File: src/rtl/boot_cfg_pkg.sv
// Package: shared types and constants for the boot configuration fetch sequencer.
// Assumes: nothing beyond IEEE 1800-2017.
package boot_cfg_pkg;

    // Sequencer phase: held, fetching bytes, configuration latched.
    typedef enum logic [1:0] {
        SEQ_HELD  = 2'd0,
        SEQ_FETCH = 2'd1,
        SEQ_DONE  = 2'd2
    } seq_state_t;

    // Region width codes carried in control word bits [1:0].
    localparam logic [1:0] WCODE_8  = 2'b00;
    localparam logic [1:0] WCODE_32 = 2'b10;

    // Byte lane width used during the bootstrap reads.
    localparam int unsigned LANE_W = 8;

endpackage

File: src/rtl/bcs_hold_bit.sv
// Module: host-writable hold bit that keeps the core in reset.
// Assumes: the strap is stable while reset is asserted; host writes are single-cycle strobes.
module bcs_hold_bit (
    input  logic clk,
    input  logic rst_n,
    input  logic strap_hold,
    input  logic wr_en,
    input  logic wr_data,
    output logic hold_q
);

    // Load the strap at reset, then follow host writes.
    always_ff @(posedge clk) begin
        if (!rst_n) begin
            hold_q <= strap_hold;
        end else if (wr_en) begin
            hold_q <= wr_data;
        end
    end

endmodule

File: src/rtl/bcs_fetch_ctrl.sv
// Module: control FSM that waits for release, then walks the fixed boot record addresses.
// Assumes: one outstanding read at a time; a response is a one-cycle rvalid strobe.
module bcs_fetch_ctrl
    import boot_cfg_pkg::*;
#(
    parameter int unsigned ADDR_W    = 32,
    parameter int unsigned NUM_READS = 4,
    parameter logic [31:0] BASE_ADDR = 32'hFEFF_FF30,
    parameter int unsigned STRIDE    = 4
) (
    input  logic                         clk,
    input  logic                         rst_n,
    input  logic                         hold,
    input  logic                         rvalid,
    output logic                         rd_req,
    output logic [ADDR_W-1:0]            rd_addr,
    output logic                         byte_take,
    output logic [$clog2(NUM_READS)-1:0] byte_idx,
    output logic                         seq_done,
    output logic                         core_held
);

    localparam int unsigned IDX_W = $clog2(NUM_READS);
    localparam logic [IDX_W-1:0] LAST_IDX = IDX_W'(NUM_READS - 1);

    seq_state_t       state_q, state_d;
    logic [IDX_W-1:0] idx_q, idx_d;

    // Next-state and index logic for the fetch walk.
    always_comb begin
        state_d = state_q;
        idx_d   = idx_q;
        case (state_q)
            SEQ_HELD: begin
                if (!hold) begin
                    state_d = SEQ_FETCH;
                    idx_d   = '0;
                end
            end
            SEQ_FETCH: begin
                if (rvalid) begin
                    if (idx_q == LAST_IDX) begin
                        state_d = SEQ_DONE;
                    end else begin
                        idx_d = idx_q + 1'b1;
                    end
                end
            end
            SEQ_DONE: begin
                state_d = SEQ_DONE;
            end
            default: begin
                state_d = SEQ_HELD;
                idx_d   = '0;
            end
        endcase
    end

    // State and index registers.
    always_ff @(posedge clk) begin
        if (!rst_n) begin
            state_q <= SEQ_HELD;
            idx_q   <= '0;
        end else begin
            state_q <= state_d;
            idx_q   <= idx_d;
        end
    end

    // Outputs decoded from the current state.
    always_comb begin
        rd_req    = (state_q == SEQ_FETCH);
        byte_take = rd_req && rvalid;
        byte_idx  = idx_q;
        seq_done  = (state_q == SEQ_DONE);
        core_held = (state_q == SEQ_HELD);
        rd_addr   = ADDR_W'(BASE_ADDR) + ADDR_W'(idx_q) * ADDR_W'(STRIDE);
    end

    AST_NO_REQ_WHILE_HELD: assert property (@(posedge clk) disable iff (!rst_n)
        hold && core_held |=> !rd_req);

    AST_REQ_HELD_TO_RESP: assert property (@(posedge clk) disable iff (!rst_n)
        rd_req && !rvalid |=> rd_req && $stable(rd_addr));

    AST_ADDR_ALIGNED: assert property (@(posedge clk) disable iff (!rst_n)
        rd_req |-> rd_addr[1:0] == 2'b00);

    AST_DONE_STICKY: assert property (@(posedge clk) disable iff (!rst_n)
        seq_done |=> seq_done && !rd_req);

endmodule

File: src/rtl/bcs_word_asm.sv
// Module: packs the low-lane bytes of the bootstrap reads into the control word.
// Assumes: byte_idx counts up from 0; take is high for exactly one cycle per byte.
module bcs_word_asm
    import boot_cfg_pkg::*;
#(
    parameter int unsigned NUM_READS = 4,
    parameter int unsigned WORD_W    = NUM_READS * LANE_W
) (
    input  logic                         clk,
    input  logic                         rst_n,
    input  logic                         take,
    input  logic [$clog2(NUM_READS)-1:0] idx,
    input  logic [LANE_W-1:0]            lane,
    output logic [WORD_W-1:0]            word
);

    localparam int unsigned IDX_W = $clog2(NUM_READS);

    for (genvar g = 0; g < NUM_READS; g++) begin : g_slice
        // Capture the lane byte into slice g when its read completes.
        always_ff @(posedge clk) begin
            if (!rst_n) begin
                word[g*LANE_W +: LANE_W] <= '0;
            end else if (take && idx == IDX_W'(g)) begin
                word[g*LANE_W +: LANE_W] <= lane;
            end
        end
    end

    AST_WORD_FROZEN_NO_TAKE: assert property (@(posedge clk) disable iff (!rst_n)
        !take |=> $stable(word));

endmodule

File: src/rtl/bcs_width_dec.sv
// Module: decodes the region width from the latched control word.
// Assumes: the code is meaningful only once the word is valid.
module bcs_width_dec
    import boot_cfg_pkg::*;
(
    input  logic       valid,
    input  logic [1:0] code,
    output logic       width_32
);

    // Only the 32-bit code widens the region; every other code stays byte wide.
    always_comb begin
        width_32 = valid && (code == WCODE_32);
    end

endmodule

File: src/rtl/boot_cfg_seq.sv
// Module: top of the boot configuration fetch sequencer.
// Assumes: the memory port returns one response per request; rd_rdata is valid with rd_rvalid.
module boot_cfg_seq
    import boot_cfg_pkg::*;
#(
    parameter int unsigned ADDR_W    = 32,
    parameter int unsigned DATA_W    = 32,
    parameter int unsigned NUM_READS = 4,
    parameter logic [31:0] BASE_ADDR = 32'hFEFF_FF30,
    parameter int unsigned STRIDE    = 4
) (
    input  logic                          clk,
    input  logic                          rst_n,
    input  logic                          strap_hold,
    input  logic                          hold_wr_en,
    input  logic                          hold_wr_data,
    output logic                          core_held,
    output logic                          rd_req,
    output logic [ADDR_W-1:0]             rd_addr,
    input  logic                          rd_rvalid,
    input  logic [DATA_W-1:0]             rd_rdata,
    output logic [NUM_READS*LANE_W-1:0]   cfg_word,
    output logic                          cfg_valid,
    output logic                          width_32
);

    localparam int unsigned IDX_W = $clog2(NUM_READS);

    logic             hold_q;
    logic             byte_take;
    logic [IDX_W-1:0] byte_idx;
    logic             unused_upper_lanes;

    // Upper lanes carry nothing during the byte-wide bootstrap reads.
    assign unused_upper_lanes = ^rd_rdata[DATA_W-1:LANE_W];

    bcs_hold_bit u_hold (
        .clk      (clk),
        .rst_n    (rst_n),
        .strap_hold(strap_hold),
        .wr_en    (hold_wr_en),
        .wr_data  (hold_wr_data),
        .hold_q   (hold_q)
    );

    bcs_fetch_ctrl #(
        .ADDR_W   (ADDR_W),
        .NUM_READS(NUM_READS),
        .BASE_ADDR(BASE_ADDR),
        .STRIDE   (STRIDE)
    ) u_ctrl (
        .clk      (clk),
        .rst_n    (rst_n),
        .hold     (hold_q),
        .rvalid   (rd_rvalid),
        .rd_req   (rd_req),
        .rd_addr  (rd_addr),
        .byte_take(byte_take),
        .byte_idx (byte_idx),
        .seq_done (cfg_valid),
        .core_held(core_held)
    );

    bcs_word_asm #(
        .NUM_READS(NUM_READS)
    ) u_asm (
        .clk  (clk),
        .rst_n(rst_n),
        .take (byte_take),
        .idx  (byte_idx),
        .lane (rd_rdata[LANE_W-1:0]),
        .word (cfg_word)
    );

    bcs_width_dec u_wdec (
        .valid   (cfg_valid),
        .code    (cfg_word[1:0]),
        .width_32(width_32)
    );

    AST_CFG_FROZEN: assert property (@(posedge clk) disable iff (!rst_n)
        cfg_valid |=> cfg_valid && $stable(cfg_word) && $stable(width_32));

    AST_REHOLD_NO_RERUN: assert property (@(posedge clk) disable iff (!rst_n)
        cfg_valid && hold_wr_en |=> !rd_req && !core_held);

    AST_NARROW_BEFORE_VALID: assert property (@(posedge clk) disable iff (!rst_n)
        rd_req |-> !width_32);

endmodule

File: config.mk
export PLATFORM = sky130hd
export DESIGN_NAME = boot_cfg_seq
export DESIGN_NICKNAME = d
export VERILOG_FILES = /design/src/rtl/boot_cfg_pkg.sv /design/src/rtl/bcs_hold_bit.sv /design/src/rtl/bcs_fetch_ctrl.sv /design/src/rtl/bcs_word_asm.sv /design/src/rtl/bcs_width_dec.sv /design/src/rtl/boot_cfg_seq.sv
export SDC_FILE = /design/constraint.sdc
export NUM_CORES = 1
export LEC_CHECK = 0
export BUFFER_PORTS_ARGS = -buffer_cell sky130_fd_sc_hd__buf_2
export CAP_MARGIN = 40
export CORE_MARGIN = 3
export CORE_UTILIZATION = 38
export CTS_CLUSTER_DIAMETER = 30
export DETAILED_ROUTE_END_ITERATION = 12
export GPL_TIMING_DRIVEN = 0
export PLACE_DENSITY = 0.72
export SLEW_MARGIN = 10
export SYNTH_ARGS = -nofsm -noshare
export SYNTH_HDL_FRONTEND = slang
export SYNTH_HIERARCHICAL = 1
export SYNTH_SLANG_ARGS = --single-unit
File: constraint.sdc
create_clock -name clk -period 2 [get_ports clk]
set_clock_uncertainty 0.2 [all_clocks]
set_input_delay 0.3 -clock clk [delete_from_list [all_inputs] [get_ports clk]]
set_output_delay 0.3 -clock clk [all_outputs]
set_load 0.05 [all_outputs]
Word-level counts from Yosys, hierarchy flattened

Cells that the tools add are included.

Add/sub/neg operators: 2
Equality and inequality tests: 11
Multiplexer cells: 10
Bitwise logic cells: 1
Reductions and logical operators: 10

Operator list:

| operator                | number |
|---|---|
| $add A26 B5 Y27 const A | 1 |
| $mux W2                 | 6 |
| $pmux W2 S3             | 2 |
| $eq A2 B2 Y1 const B    | 4 |
| $logic_and A1 B1 Y1     | 6 |
| $ne A2 B1 Y1 const B    | 3 |
| $eq A2 B1 Y1 const B    | 2 |
| $logic_not A2 Y1        | 2 |
| $ne A2 B2 Y1 const B    | 2 |
| $reduce_and A4 Y1       | 1 |
| $reduce_and A3 Y1       | 1 |
| $add A2 B1 Y2 const B   | 1 |
| $mux W1                 | 2 |
| $not A1 Y1              | 1 |

Register bits after elaboration: 37
Output and inout port bits: 68
Logic and storage cells: 41

Depth between registers and ports, before layout

Gate-level depths: netlist of run 1.

Depth in word-level cells: 4
Depth in mapped cells: 6

Cells and area by module

The synthesis of run 1 kept the hierarchy.

By module, submodules not included:

| module         | times used | cells an instance | area each (um^2) | sequential area each (um^2) |
|---|---|---|---|---|
| bcs_word_asm   | 1          | 115               | 1177.4           | 640.6 |
| bcs_fetch_ctrl | 1          | 62                | 520.5            | 80.1 |
| bcs_hold_bit   | 1          | 3                 | 51.3             | 30.0 |
| bcs_width_dec  | 1          | 1                 | 8.8              | 0.0 |

Worst setup path after synthesis of run 1

No wires, ideal clock.

Path type: register -> output
Start point: reg u_ctrl.state_q[0]
End point: out width_32
Data arrival time: 1.467 ns
Data required time: 1.500 ns
Slack: 0.033 ns
Cell stages (with the launch flop): 4
Cell sequence: dfxtp_1 -> inv_1 -> ha_1 -> and3b_1

Cells in the longest elaborated chain, start to end: 2

RTL lines:

| element                  | line                 | RTL |
|---|---|---|
| start: declaration       | bcs_fetch_ctrl.sv:26 | `seq_state_t state_q, state_d;` |
| start signal: assignment | bcs_fetch_ctrl.sv:65 | `state_q <= state_d;` |
| $eq A2 B2 Y1             | bcs_fetch_ctrl.sv:75 | `seq_done = (state_q == SEQ_DONE);` |
| net cfg_valid            | boot_cfg_seq.sv:23   | `output logic cfg_valid,` |
| $logic_and A1 B1 Y1      | bcs_width_dec.sv:13  | `width_32 = valid && (code == WCODE_32);` |
| end: declaration         | boot_cfg_seq.sv:24   | `output logic width_32` |

The timed path passes the listed nets, and every way through them passes these cells.

Worst setup path in the final report of run 1

Start point: reg u_ctrl.state_q[0]
End point: out width_32

Cells in the longest elaborated chain, start to end: 2

RTL lines:

| element             | line |
|---|---|
| $eq A2 B2 Y1        | bcs_fetch_ctrl.sv:75 |
| $logic_and A1 B1 Y1 | bcs_width_dec.sv:13 |

Every way passes these cells.

==> results of run 1 <==
layout by cell type, fill, tap and decap left out, drive strengths merged:
| master | Yosys | layout |
|---|---|---|
| buf | 35 | 86 |
| and2 | 1 | 1 |
| a21oi | 1 | 1 |
| nand3b | 2 | 2 |
| clkinvlp | 0 | 1 |
| nand3 | 2 | 2 |
| mux2 | 1 | 1 |
| a21boi | 1 | 1 |
| clkbuf | 4 | 10 |
| nand2b | 1 | 1 |
| and3b | 2 | 2 |
| nand2 | 44 | 44 |
| nor3 | 1 | 1 |
| o21ai | 1 | 1 |
| nor2b | 1 | 1 |
| conb | 2 | 30 |
| edfxtp | 1 | 1 |
| dfxtp | 36 | 36 |
| a22o | 1 | 1 |
| inv | 2 | 2 |
| ha | 5 | 5 |
| mux2i | 35 | 35 |
| o211a | 1 | 1 |
| or3b | 1 | 1 |
worst max-delay path, stage by stage (launching register included):
cell                      delay [ns]
sky130_fd_sc_hd__dfxtp_1        0.36
sky130_fd_sc_hd__inv_1          0.08
sky130_fd_sc_hd__ha_1           0.25
sky130_fd_sc_hd__and3b_1        0.19
sky130_fd_sc_hd__buf_2          0.20
layout make-up:
type	count	area share, %
tap	52	2.86
buffer	39	12.2
multi-input combinational	131	36.4
inverter	2	0.330
timing repair buffer	51	11.2
sequential	37	33.0
clock buffer	6	3.63
clock inverter	1	0.330
worst max-delay path by stage:
stage	startpoint	slack [ns]	to
after floorplan	u_ctrl/state_q[0]	0.03	width_32
after global placement	u_ctrl/state_q[1]	0.22	u_asm/word[31]
after detailed placement	u_ctrl/state_q[1]	0.20	u_asm/word[26]
after CTS	u_ctrl/state_q[0]	0.12	width_32
after global routing	u_ctrl/state_q[1]	0.03	u_asm/word[24]
final	u_ctrl/state_q[0]	0.14	width_32
kinds of logic (layout without fill, tap and decap cells):
group,count (synthesis),count (layout)
compound gates,5,5
fa+ha+maj,5,5
buf+inv,41,99
flops,37,37
mux,36,36
other cells,2,30
simple gates,55,55
registers in the layout, summed over array words and instances, names as in the netlist:
| register | flops |
|---|---|
| u_asm/word | 32 |
| u_ctrl/byte_idx | 2 |
| u_ctrl/state_q | 2 |
| u_hold/hold_q | 1 |
power by group:
group | switching [uW] | internal (uW) | total (uW) | leakage, uW
sequential | 34.8 | 786 | 821 | 0.000301
clock | 246 | 272 | 518 | 0.0000433
combinational | 504 | 223 | 727 | 0.000926
per-stage QoR:
step / cells / total power, uW / hold slack (ns)
5_1_grt: 319 / 2170 / 0.0978
4_1_cts: 319 / 2090 / 0.0957
3_3_place_gp: 312 / 1560 / 0.239
2_1_floorplan: 209 / 1450 / 0.233
6_report: 319 / 2070 / 0.105
3_5_place_dp: 312 / 1570 / 0.249
per-layer routing:
metal / vias up / wire length (um)
met2: 50 / 1740
met5: - / 0
met4: 0 / 46
li1: 699 / -
met1: 592 / 1580
met3: 5 / 343
==> impl_summary.log, run 1 <==
[metrics] result of the run: complete, no violations
[metrics] final setup violation count: 0
[metrics] max-slew violation total from the final report: 0
[metrics] global placement routability congestion: about 0.75
[metrics] max frequency: ~540 MHz
[metrics] GR Util met3: roughly 5.1%
[metrics] area of all placed cells without fillers: approximately 0.0023 mm^2
[metrics] Worst-Margin Slew: around 0.62 ns
[metrics] Min-Delay Path Depth: 2
[metrics] multiplexer fraction of the synthesized cell area: about a fifth
[metrics] destination of the worst register-to-register timing path: u_asm/word[26]
[metrics] origin of the critical flop-to-flop path: u_ctrl/state_q[1]
[metrics] endpoints failing hold: 0
[metrics] kind of capture point of the worst setup path: output port
[metrics] setup slack, reg-to-reg: 0.21 ns
[metrics] worst min-delay path class: in -> reg
[metrics] CTS tree: yes
[metrics] RSZ-0062 raised after global routing: no
[metrics] library cell with the highest instance count after synthesis: sky130_fd_sc_hd__nand2_1
[metrics] post-layout net count: 310
[metrics] EDFF count, synth: 1
[metrics] area used by multi-input combinational logic: between 800 and 900 um^2
[metrics] largest family of logic cells by synthesized area: multiplexers
[metrics] Post-CTS Hold Buffers: 0
[metrics] setup TNS after final layout: 0 ns
[metrics] vias: between 1000 and 1500
[metrics] Inserted Diodes: 0
[metrics] number of register bits inferred by synthesis: 37
[metrics] wire length of the first global-routing pass: 5680 um
[metrics] Worst Slack Setup Final: 0.142 ns
[metrics] clock buffers created by TritonCTS: 5
[metrics] syn avg cell area: between 9 and 10 um^2
[metrics] Worst slew margin: around three fifths
[metrics] WHS Endpoint: u_hold/hold_q
[metrics] CTS clk-pin slew, worst paths: about 0.07 ns
[metrics] Compound-Gate Fraction of Synth Area: around 2.1%
[metrics] Post-CTS Resized: 0
[metrics] global-route total usage across every layer: about 14%
[metrics] maximum number of pins on one net before global-route repair: 14
[metrics] required time reported for the critical path endpoint: roughly 1.5 ns
[metrics] origin of the worst min-delay path: hold_wr_en
[metrics] fraction of met2 tracks used by global routing: a little under a quarter
[metrics] CP Class: reg -> out
[metrics] die boundary height: 74.0 um
[metrics] area of the core region: about 0.0044 mm^2
[metrics] Worst EP arrival: between 1 and 1.5 ns
[metrics] leading post-synthesis cells by instance count: sky130_fd_sc_hd__nand2_1 (44), sky130_fd_sc_hd__dfxtp_1 (36), sky130_fd_sc_hd__mux2i_1 (35)
[metrics] Core Rows: 24
[metrics] global routing met1 resource utilization: roughly 17%
[metrics] dpl cell area: ~0.0022 mm^2
[metrics] Post-Synth XOR/XNOR Area: 0%
[metrics] Layout area overhead: 29.3%
[metrics] clk buf depth: 2
[metrics] worst setup slack after placement: between 0.2 and 0.25 ns
[metrics] Root Buffer Master: sky130_fd_sc_hd__clkbuf_8
[metrics] setup fix buffers added after clock tree synthesis: 0
[metrics] Synth Area in Simple Gates: about 14%
[metrics] number of global-route vias before repair: between 1000 and 1500
[metrics] portion of the post-synthesis area used by sequential elements: roughly 43%
[metrics] GR Overflow Total: 0
[metrics] IO Port Bufs: 51
[metrics] initial detailed-routing violation count: 74
[metrics] worst-skew pair later-pin latency: approximately 0.28 ns
[metrics] Yosys top cell area share: about two fifths
[metrics] biggest area consumer among synthesized cells: sky130_fd_sc_hd__dfxtp_1
[metrics] antenna violations before repair: 0
[metrics] Clock Sinks: 37
[metrics] startpoint class of the critical path: register
[metrics] most area-consuming cells after synthesis: sky130_fd_sc_hd__dfxtp_1 (41%), sky130_fd_sc_hd__mux2i_1 (20%), sky130_fd_sc_hd__buf_4 (14%), sky130_fd_sc_hd__nand2_1 (9.4%), sky130_fd_sc_hd__ha_1 (3.6%)
[metrics] gate count after technology mapping: roughly 180
[metrics] routed wire length: about 3700 um
[metrics] fraction of final layout cells with drive strength greater than 1: a little over a third
[metrics] Primary FF master, synth: sky130_fd_sc_hd__dfxtp_1
[metrics] leakage power figure: around 0.0013 uW
[metrics] detailed-router iteration count before antenna repair: 4
[metrics] post-DP HPWL: roughly 2800 um
[metrics] IR drop worst, VDD: between 0.5 and 0.6 mV
[metrics] Wirelength per Cell: 11.6 um
[metrics] count of distinct cell types in the synthesized netlist: 25
[metrics] fraction of the mapped netlist area in adder cells: between 3 and 4%
[metrics] Cell Area, Synth: 0.00176 mm^2
[metrics] highest fanout seen on the critical path: 3
[metrics] Storage cell area: approximately 750 um^2
[metrics] horizontal extent of the die: about 74 um
[metrics] max_cap viols: 0
[metrics] Final min period: roughly 1.9 ns
[metrics] Async SR Flop Fraction: 0%
[metrics] vias per std cell: approximately 4.2
[metrics] cells on worst reg2reg path: 5
[metrics] number of nets with antenna violations after routing: 0
[metrics] count of pins on the block boundary: 106
[metrics] H-tree levels: 2
[metrics] initial core utilization: between 30 and 40%
[metrics] share of the core filled with cells: 51.5%
[metrics] ratio of final minimum period to clock period: about 93%
[metrics] cell area power density: ~910 mW/mm^2
[metrics] Remaining DRCs: 0
[metrics] Most Used Layer, Global Route: met2
[metrics] die area: between 0.005 and 0.006 mm^2
[metrics] count of yosys warnings during synthesis: 6
[metrics] number of fill cells in the layout: ~430
Power figures use the tool's default switching activity.
==> inputs of run 2 (changes only) <==
- BUFFER_PORTS_ARGS: -buffer_cell sky130_fd_sc_hd__buf_2 -> default
- DONT_BUFFER_PORTS: default -> 1
- PLACE_DENSITY: 0.72 -> default
- SLEW_MARGIN: 10 -> 20
==> run 2 against run 1 <==
Effect of this change: cell area down 10%; first-iteration DRC count is 36% lower; combinational power decreased by 15%; flip-flop and latch count is the same; critical path type unchanged; critical endpoint unchanged; largest cell class unchanged.
==> impl_summary.log, run 2 (same netlist as run 1, synthesis figures left out) <==
[metrics] non-filler instance count after layout: 270
[metrics] dpl cell area: slightly below 0.002 mm^2
[metrics] Clock Sinks: 37
[metrics] Inserted Diodes: 0
[metrics] RSZ-0062 raised after global routing: no
[metrics] routed wire length: around 3700 um
[metrics] CP Class: reg -> out
[metrics] clk buf depth: 2
[metrics] highest fanout seen on the critical path: 3
[metrics] origin of the worst min-delay path: hold_wr_en
[metrics] worst min-delay path class: in -> reg
[metrics] IR drop worst, VDD: between 0.6 and 0.7 mV
[metrics] setup slack, reg-to-reg: 0.12 ns
[metrics] Worst EP arrival: about 1.4 ns
[metrics] die boundary height: approximately 74 um
[metrics] area of the core region: about 0.0044 mm^2
[metrics] cell with the largest stage delay on the worst path: sky130_fd_sc_hd__dfxtp_1
[metrics] leakage power figure: just over 0.001 uW
[metrics] max frequency: roughly 520 MHz
[metrics] horizontal extent of the die: ~74 um
[metrics] required time reported for the critical path endpoint: about 1.5 ns
[metrics] max reg flops: 32
[metrics] endpoints failing hold: 0
[metrics] count of pins on the block boundary: 106
[metrics] Buf+Inv Stages, Crit Path: 0
[metrics] most used cells in the layout excluding fill and tap cells: sky130_fd_sc_hd__nand2_1 (44), sky130_fd_sc_hd__dfxtp_1 (36), sky130_fd_sc_hd__mux2i_1 (35), sky130_fd_sc_hd__buf_4 (32), sky130_fd_sc_hd__conb_1 (30)
[metrics] Placed Cells incl. Taps: between 200 and 300
[metrics] WHS Endpoint: u_hold/hold_q
[metrics] startpoint class of the critical path: register
[metrics] Wirelength per Cell: 13.6 um
[metrics] worst-skew pair later-pin latency: ~0.28 ns
[metrics] ratio of final minimum period to clock period: 96.0%
[metrics] overall power: 2030 uW
[metrics] max_cap viols: 0
[metrics] Worst slew margin: about 57%
[metrics] kind of capture point of the worst setup path: output port
[metrics] cells on worst reg2reg path: 5
[metrics] max-slew violation total from the final report: 0
[metrics] destination of the worst register-to-register timing path: u_asm/word[28]
[metrics] setup fix buffers added after clock tree synthesis: 0
[metrics] die area: 0.00548 mm^2
[metrics] number of nets with antenna violations after routing: 0
[metrics] Core Rows: 24
[metrics] Largest Register: u_asm/word
[metrics] H-tree levels: 2
[metrics] result of the run: complete, no violations
[metrics] wire length of the first global-routing pass: 5310 um
[metrics] cell area power density: approximately 990 mW/mm^2
[metrics] post-layout net count: between 200 and 300
[metrics] initial detailed-routing violation count: 47
[metrics] CTS tree: yes
[metrics] area of all placed cells without fillers: 0.00204 mm^2
[metrics] antenna violations before repair: 0
[metrics] origin of the critical flop-to-flop path: u_ctrl/state_q[1]
[metrics] CP Cell Sequence: and3b_2
[metrics] post-DP HPWL: 2640 um
[metrics] setup TNS after final layout: 0 ns
[metrics] global placement routability congestion: 0.717
[metrics] global-route total usage across every layer: a little over an eighth
[metrics] initial core utilization: between 30% and 40%
[metrics] share of the core filled with cells: a little under half
[metrics] GR Overflow Total: 0
[metrics] most common library cell in the layout ignoring fill and taps: sky130_fd_sc_hd__nand2_1
[metrics] Root Buffer Master: sky130_fd_sc_hd__clkbuf_8
[metrics] vias: 1184
[metrics] final setup violation count: 0
[metrics] vias per std cell: 4.39
[metrics] Worst-Margin Slew: between 0.6 and 0.7 ns
[metrics] Min-Delay Path Depth: 1
[metrics] Layout area overhead: 16.0%
[metrics] Final min period: just under 2 ns
[metrics] cell family with the largest share of critical-path delay: flip-flops
[metrics] number of global-route vias before repair: about 1100
[metrics] fraction of final layout cells with drive strength greater than 1: between 20% and 30%
[metrics] clock buffers created by TritonCTS: 5
[metrics] Remaining DRCs: 0
[metrics] stage delay of the slowest cell on the critical path: between 0.6 and 0.7 ns
[metrics] maximum number of pins on one net before global-route repair: 12
[metrics] IO Port Bufs: 0
[metrics] detailed-router iteration count before antenna repair: 4
[metrics] CTS clk-pin slew, worst paths: ~0.07 ns
## run 2: cell types whose count changed in the layout (fill, tap and decap cells not counted), moves of 2 or more
cell	change
sky130_fd_sc_hd__ha_2	+2
sky130_fd_sc_hd__buf_2	-51
sky130_fd_sc_hd__ha_1	-3
sky130_fd_sc_hd__clkinv_2	+2
## run 2: stage by stage
stage | hold slack [ns] | setup slack, ns
CTS | 0.0105 | 0.0296
finish | 0.0245 | 0.0794
detailed placement | 0.250 | -0.0313
global route | 0.0129 | 0.0213
global placement | 0.246 | -0.0348
floorplan | 0.233 | 0.0330
## run 2: layout make-up
cell class	instances	area, um^2
clock inverter	2	10.0
clock buffer	6	72.6
inverter	2	7.51
tap	52	65.1
fill	432	2370
multi-input combinational	131	847
sequential	37	751
buffer	39	277
timing repair buffer	1	10.0
## run 2: worst max path at each step
stage | startpoint | to | slack [ns] | cells after the start
after floorplan | u_ctrl/state_q[0] | width_32 | 0.03 | 3
after global placement | u_ctrl/state_q[0] | width_32 | -0.03 | 3
after detailed placement | u_ctrl/state_q[0] | width_32 | -0.03 | 3
after CTS | u_ctrl/state_q[1] | u_ctrl/state_q[1] | 0.03 | 5
after global routing | u_ctrl/state_q[0] | width_32 | 0.02 | 3
final | u_asm/word[1] | width_32 | 0.08 | 1
## run 2: where the power goes
| part | internal, uW | switching (uW) |
|---|---|---|
| Clock | 241 | 256 |
| Combinational | 208 | 413 |
| Sequential | 786 | 122 |
## run 2: worst reg2reg max path: stages (launching register included)
cell and delay, ns:
sky130_fd_sc_hd__dfxtp_1 0.35, sky130_fd_sc_hd__inv_1 0.12, sky130_fd_sc_hd__ha_1 0.17, sky130_fd_sc_hd__and2_1 0.17
sky130_fd_sc_hd__nand3_1 0.49, sky130_fd_sc_hd__mux2i_1 0.25
## run 2: timing repair
action / CTS / global route
resized for setup: 3 / 2
hold buffers: 1 / 0
hold endpoints to repair: 5 / 0
endpoints found under the setup margin: 1 / 3
## run 2: per-layer routing
layer | part of all wire (%) | GRT usage (%)
met4 | 1.1 | 4.23
met5 | 0 | 0
met2 | 45 | 19.8
met3 | 14 | 8.38
met1 | 40 | 15.4
==> inputs of run 3 (changes only) <==
- CORE_UTILIZATION: 38 -> 57
- PLACE_DENSITY: default -> 0.72
==> run 3 against run 2 <==
Effect of this change: largest cell class unchanged; flip-flop and latch count stayed put; combinational power grew 2%; power rose by 2.5%; fmax decreased by 0.46%; first-iteration DRC count is 72% lower; register-to-register slack improved by 0.03 ns.
==> impl_summary.log, run 3 (same netlist as run 1, synthesis figures left out) <==
[metrics] ratio of final minimum period to clock period: slightly below 100%
[metrics] WHS Endpoint: u_asm/word[10]
[metrics] non-filler instance count after layout: around 260
[metrics] horizontal extent of the die: slightly above 60 um
[metrics] global-route total usage across every layer: roughly a fifth
[metrics] internal cell power: around 1300 uW
[metrics] GR Overflow Total: 0
[metrics] kind of capture point of the worst setup path: output port
[metrics] CTS tree: yes
[metrics] net switching fraction of the power: between 30% and 40%
[metrics] Remaining DRCs: 0
[metrics] Layout area overhead: 20.4%
[metrics] setup TNS after final layout: 0 ns
[metrics] antenna violations before repair: 0
[metrics] count of pins on the block boundary: 106
[metrics] required time reported for the critical path endpoint: roughly 1.5 ns
[metrics] Worst EP arrival: about 1.4 ns
[metrics] Worst-Margin Slew: ~0.58 ns
[metrics] Wirelength per Cell: around 14 um
[metrics] startpoint class of the critical path: register
[metrics] setup slack, reg-to-reg: 0.15 ns
[metrics] Root Buffer Master: sky130_fd_sc_hd__clkbuf_4
[metrics] max_cap viols: 0
[metrics] wire length of the first global-routing pass: between 5000 and 6000 um
[metrics] origin of the worst min-delay path: rd_rdata[2]
[metrics] initial detailed-routing violation count: 13
[metrics] clock buffers created by TritonCTS: 5
[metrics] CTS clk-pin slew, worst paths: ~0.11 ns
[metrics] detailed-router iteration count before antenna repair: 3
[metrics] CP Class: reg -> out
[metrics] area of all placed cells without fillers: around 0.0021 mm^2
[metrics] worst-skew pair later-pin latency: approximately 0.33 ns
[metrics] Worst slew margin: 61.3%
[metrics] IR drop worst, VDD: 0.731 mV
[metrics] result of the run: complete, no violations
[metrics] endpoints failing hold: 0
[metrics] H-tree levels: 2
[metrics] Final min period: ~1.9 ns
[metrics] max reg flops: 32
[metrics] fraction of met2 tracks used by global routing: between 30% and 40%
[metrics] clk buf depth: 2
[metrics] Most Used Layer, Global Route: met2
[metrics] post-layout net count: 270
[metrics] Core Rows: 19
[metrics] fraction of final layout cells with drive strength greater than 1: 21.9%
[metrics] cell area power density: 981 mW/mm^2
[metrics] dpl cell area: approximately 0.0019 mm^2
[metrics] IO Port Bufs: 0
[metrics] vias per std cell: between 4 and 5
[metrics] number of global-route vias before repair: 1145
[metrics] routed wire length: roughly 3600 um
[metrics] max-slew violation total from the final report: 0
[metrics] Placed Cells incl. Taps: between 200 and 250
[metrics] final setup violation count: 0
[metrics] highest fanout seen on the critical path: 3
[metrics] origin of the critical flop-to-flop path: u_ctrl/state_q[1]
[metrics] Seq pwr share: about 44%
[metrics] setup fix buffers added after clock tree synthesis: 0
[metrics] initial core utilization: between 60% and 70%
[metrics] number of nets with antenna violations after routing: 0
[metrics] vias: approximately 1200
[metrics] die area: ~0.0038 mm^2
[metrics] Gate power share: 30.5%
[metrics] worst min-delay path class: in -> reg
[metrics] NetSw: between 700 and 800 uW
[metrics] global placement routability congestion: ~0.7
[metrics] destination of the worst register-to-register timing path: u_asm/word[27]
[metrics] GR Util met3: 7.13%
[metrics] most used cells in the layout excluding fill and tap cells: sky130_fd_sc_hd__nand2_1 (44), sky130_fd_sc_hd__mux2i_1 (35), sky130_fd_sc_hd__dfxtp_1 (35), sky130_fd_sc_hd__buf_4 (32), sky130_fd_sc_hd__conb_1 (30)
[metrics] proportion of power drawn by the clock network: about a quarter
[metrics] Min-Delay Path Depth: 2
[metrics] die boundary height: ~62 um
[metrics] global routing met1 resource utilization: ~22%
[metrics] Inserted Diodes: 0
[metrics] leakage power figure: about 0.0011 uW
[metrics] max frequency: 518 MHz
[metrics] most common library cell in the layout ignoring fill and taps: sky130_fd_sc_hd__nand2_1
[metrics] maximum number of pins on one net before global-route repair: 12
[metrics] cells on worst reg2reg path: 5
[metrics] overall power: roughly 2100 uW
[metrics] Clock Sinks: 37
[metrics] RSZ-0062 raised after global routing: no
[metrics] post-DP HPWL: 2610 um
[metrics] Largest Register: u_asm/word
[metrics] area of the core region: 0.00285 mm^2
[run 3: repair_timing]
action,CTS,global route
pin swaps,0,1
hold endpoints to repair,30,0
setup endpoints to repair,1,5
hold buffers,11,0
gates cloned,0,0
gates resized for setup,3,4
[run 3: worst max path at each step]
stage	start	to	slack, ns	cells past startpoint
6_report	u_ctrl/state_q[0]	width_32	0.07	3
5_1_grt	u_ctrl/state_q[0]	width_32	0.003	3
4_1_cts	u_ctrl/state_q[0]	width_32	0.006	3
3_5_place_dp	u_ctrl/state_q[0]	width_32	-0.04	3
3_3_place_gp	u_ctrl/state_q[0]	width_32	-0.008	3
2_1_floorplan	u_ctrl/state_q[0]	width_32	0.03	3
[run 3: worst max-delay path, stage by stage, from the launching register on]
cell                      delay [ns]
sky130_fd_sc_hd__dfxtp_1        0.36
sky130_fd_sc_hd__inv_2          0.10
sky130_fd_sc_hd__ha_4           0.25
sky130_fd_sc_hd__and3b_2        0.38
[run 3: metal layers]
layer	wire length, um	up-vias
met4	89	0
met3	425	9
met2	1690	64
met1	1390	538
met5	0	-
li1	-	625
[run 3: cell type report]
| cell class | count | area [um^2] |
|---|---|---|
| Sequential cell | 37 | 752 |
| Tap cell | 31 | 38.8 |
| Timing Repair Buffer | 11 | 110 |
| Clock inverter | 1 | 30.0 |
| Inverter | 2 | 7.51 |
| Clock buffer | 7 | 55.1 |
| Multi-Input combinational cell | 131 | 847 |
| Fill cell | 220 | 736 |
| Buffer | 39 | 277 |
[run 3: through the flow]
stage,hold WS (ns),worst slack [ns],utilization (%)
2_1_floorplan,0.233,0.0330,-
3_3_place_gp,0.237,-0.00810,66.7
3_5_place_dp,0.258,-0.0441,66.7
4_1_cts,0.000233,0.00586,74.0
5_1_grt,0.0174,0.00295,74.2
6_report,0.0220,0.0706,74.2
[run 3: power by group through the flow]
stage	clock network, uW	logic [uW]	registers (uW)
after floorplan	0	543	908
after global placement	0	571	918
after detailed placement	0	586	922
after CTS	540	622	908
after global routing	570	676	918
final	533	633	910
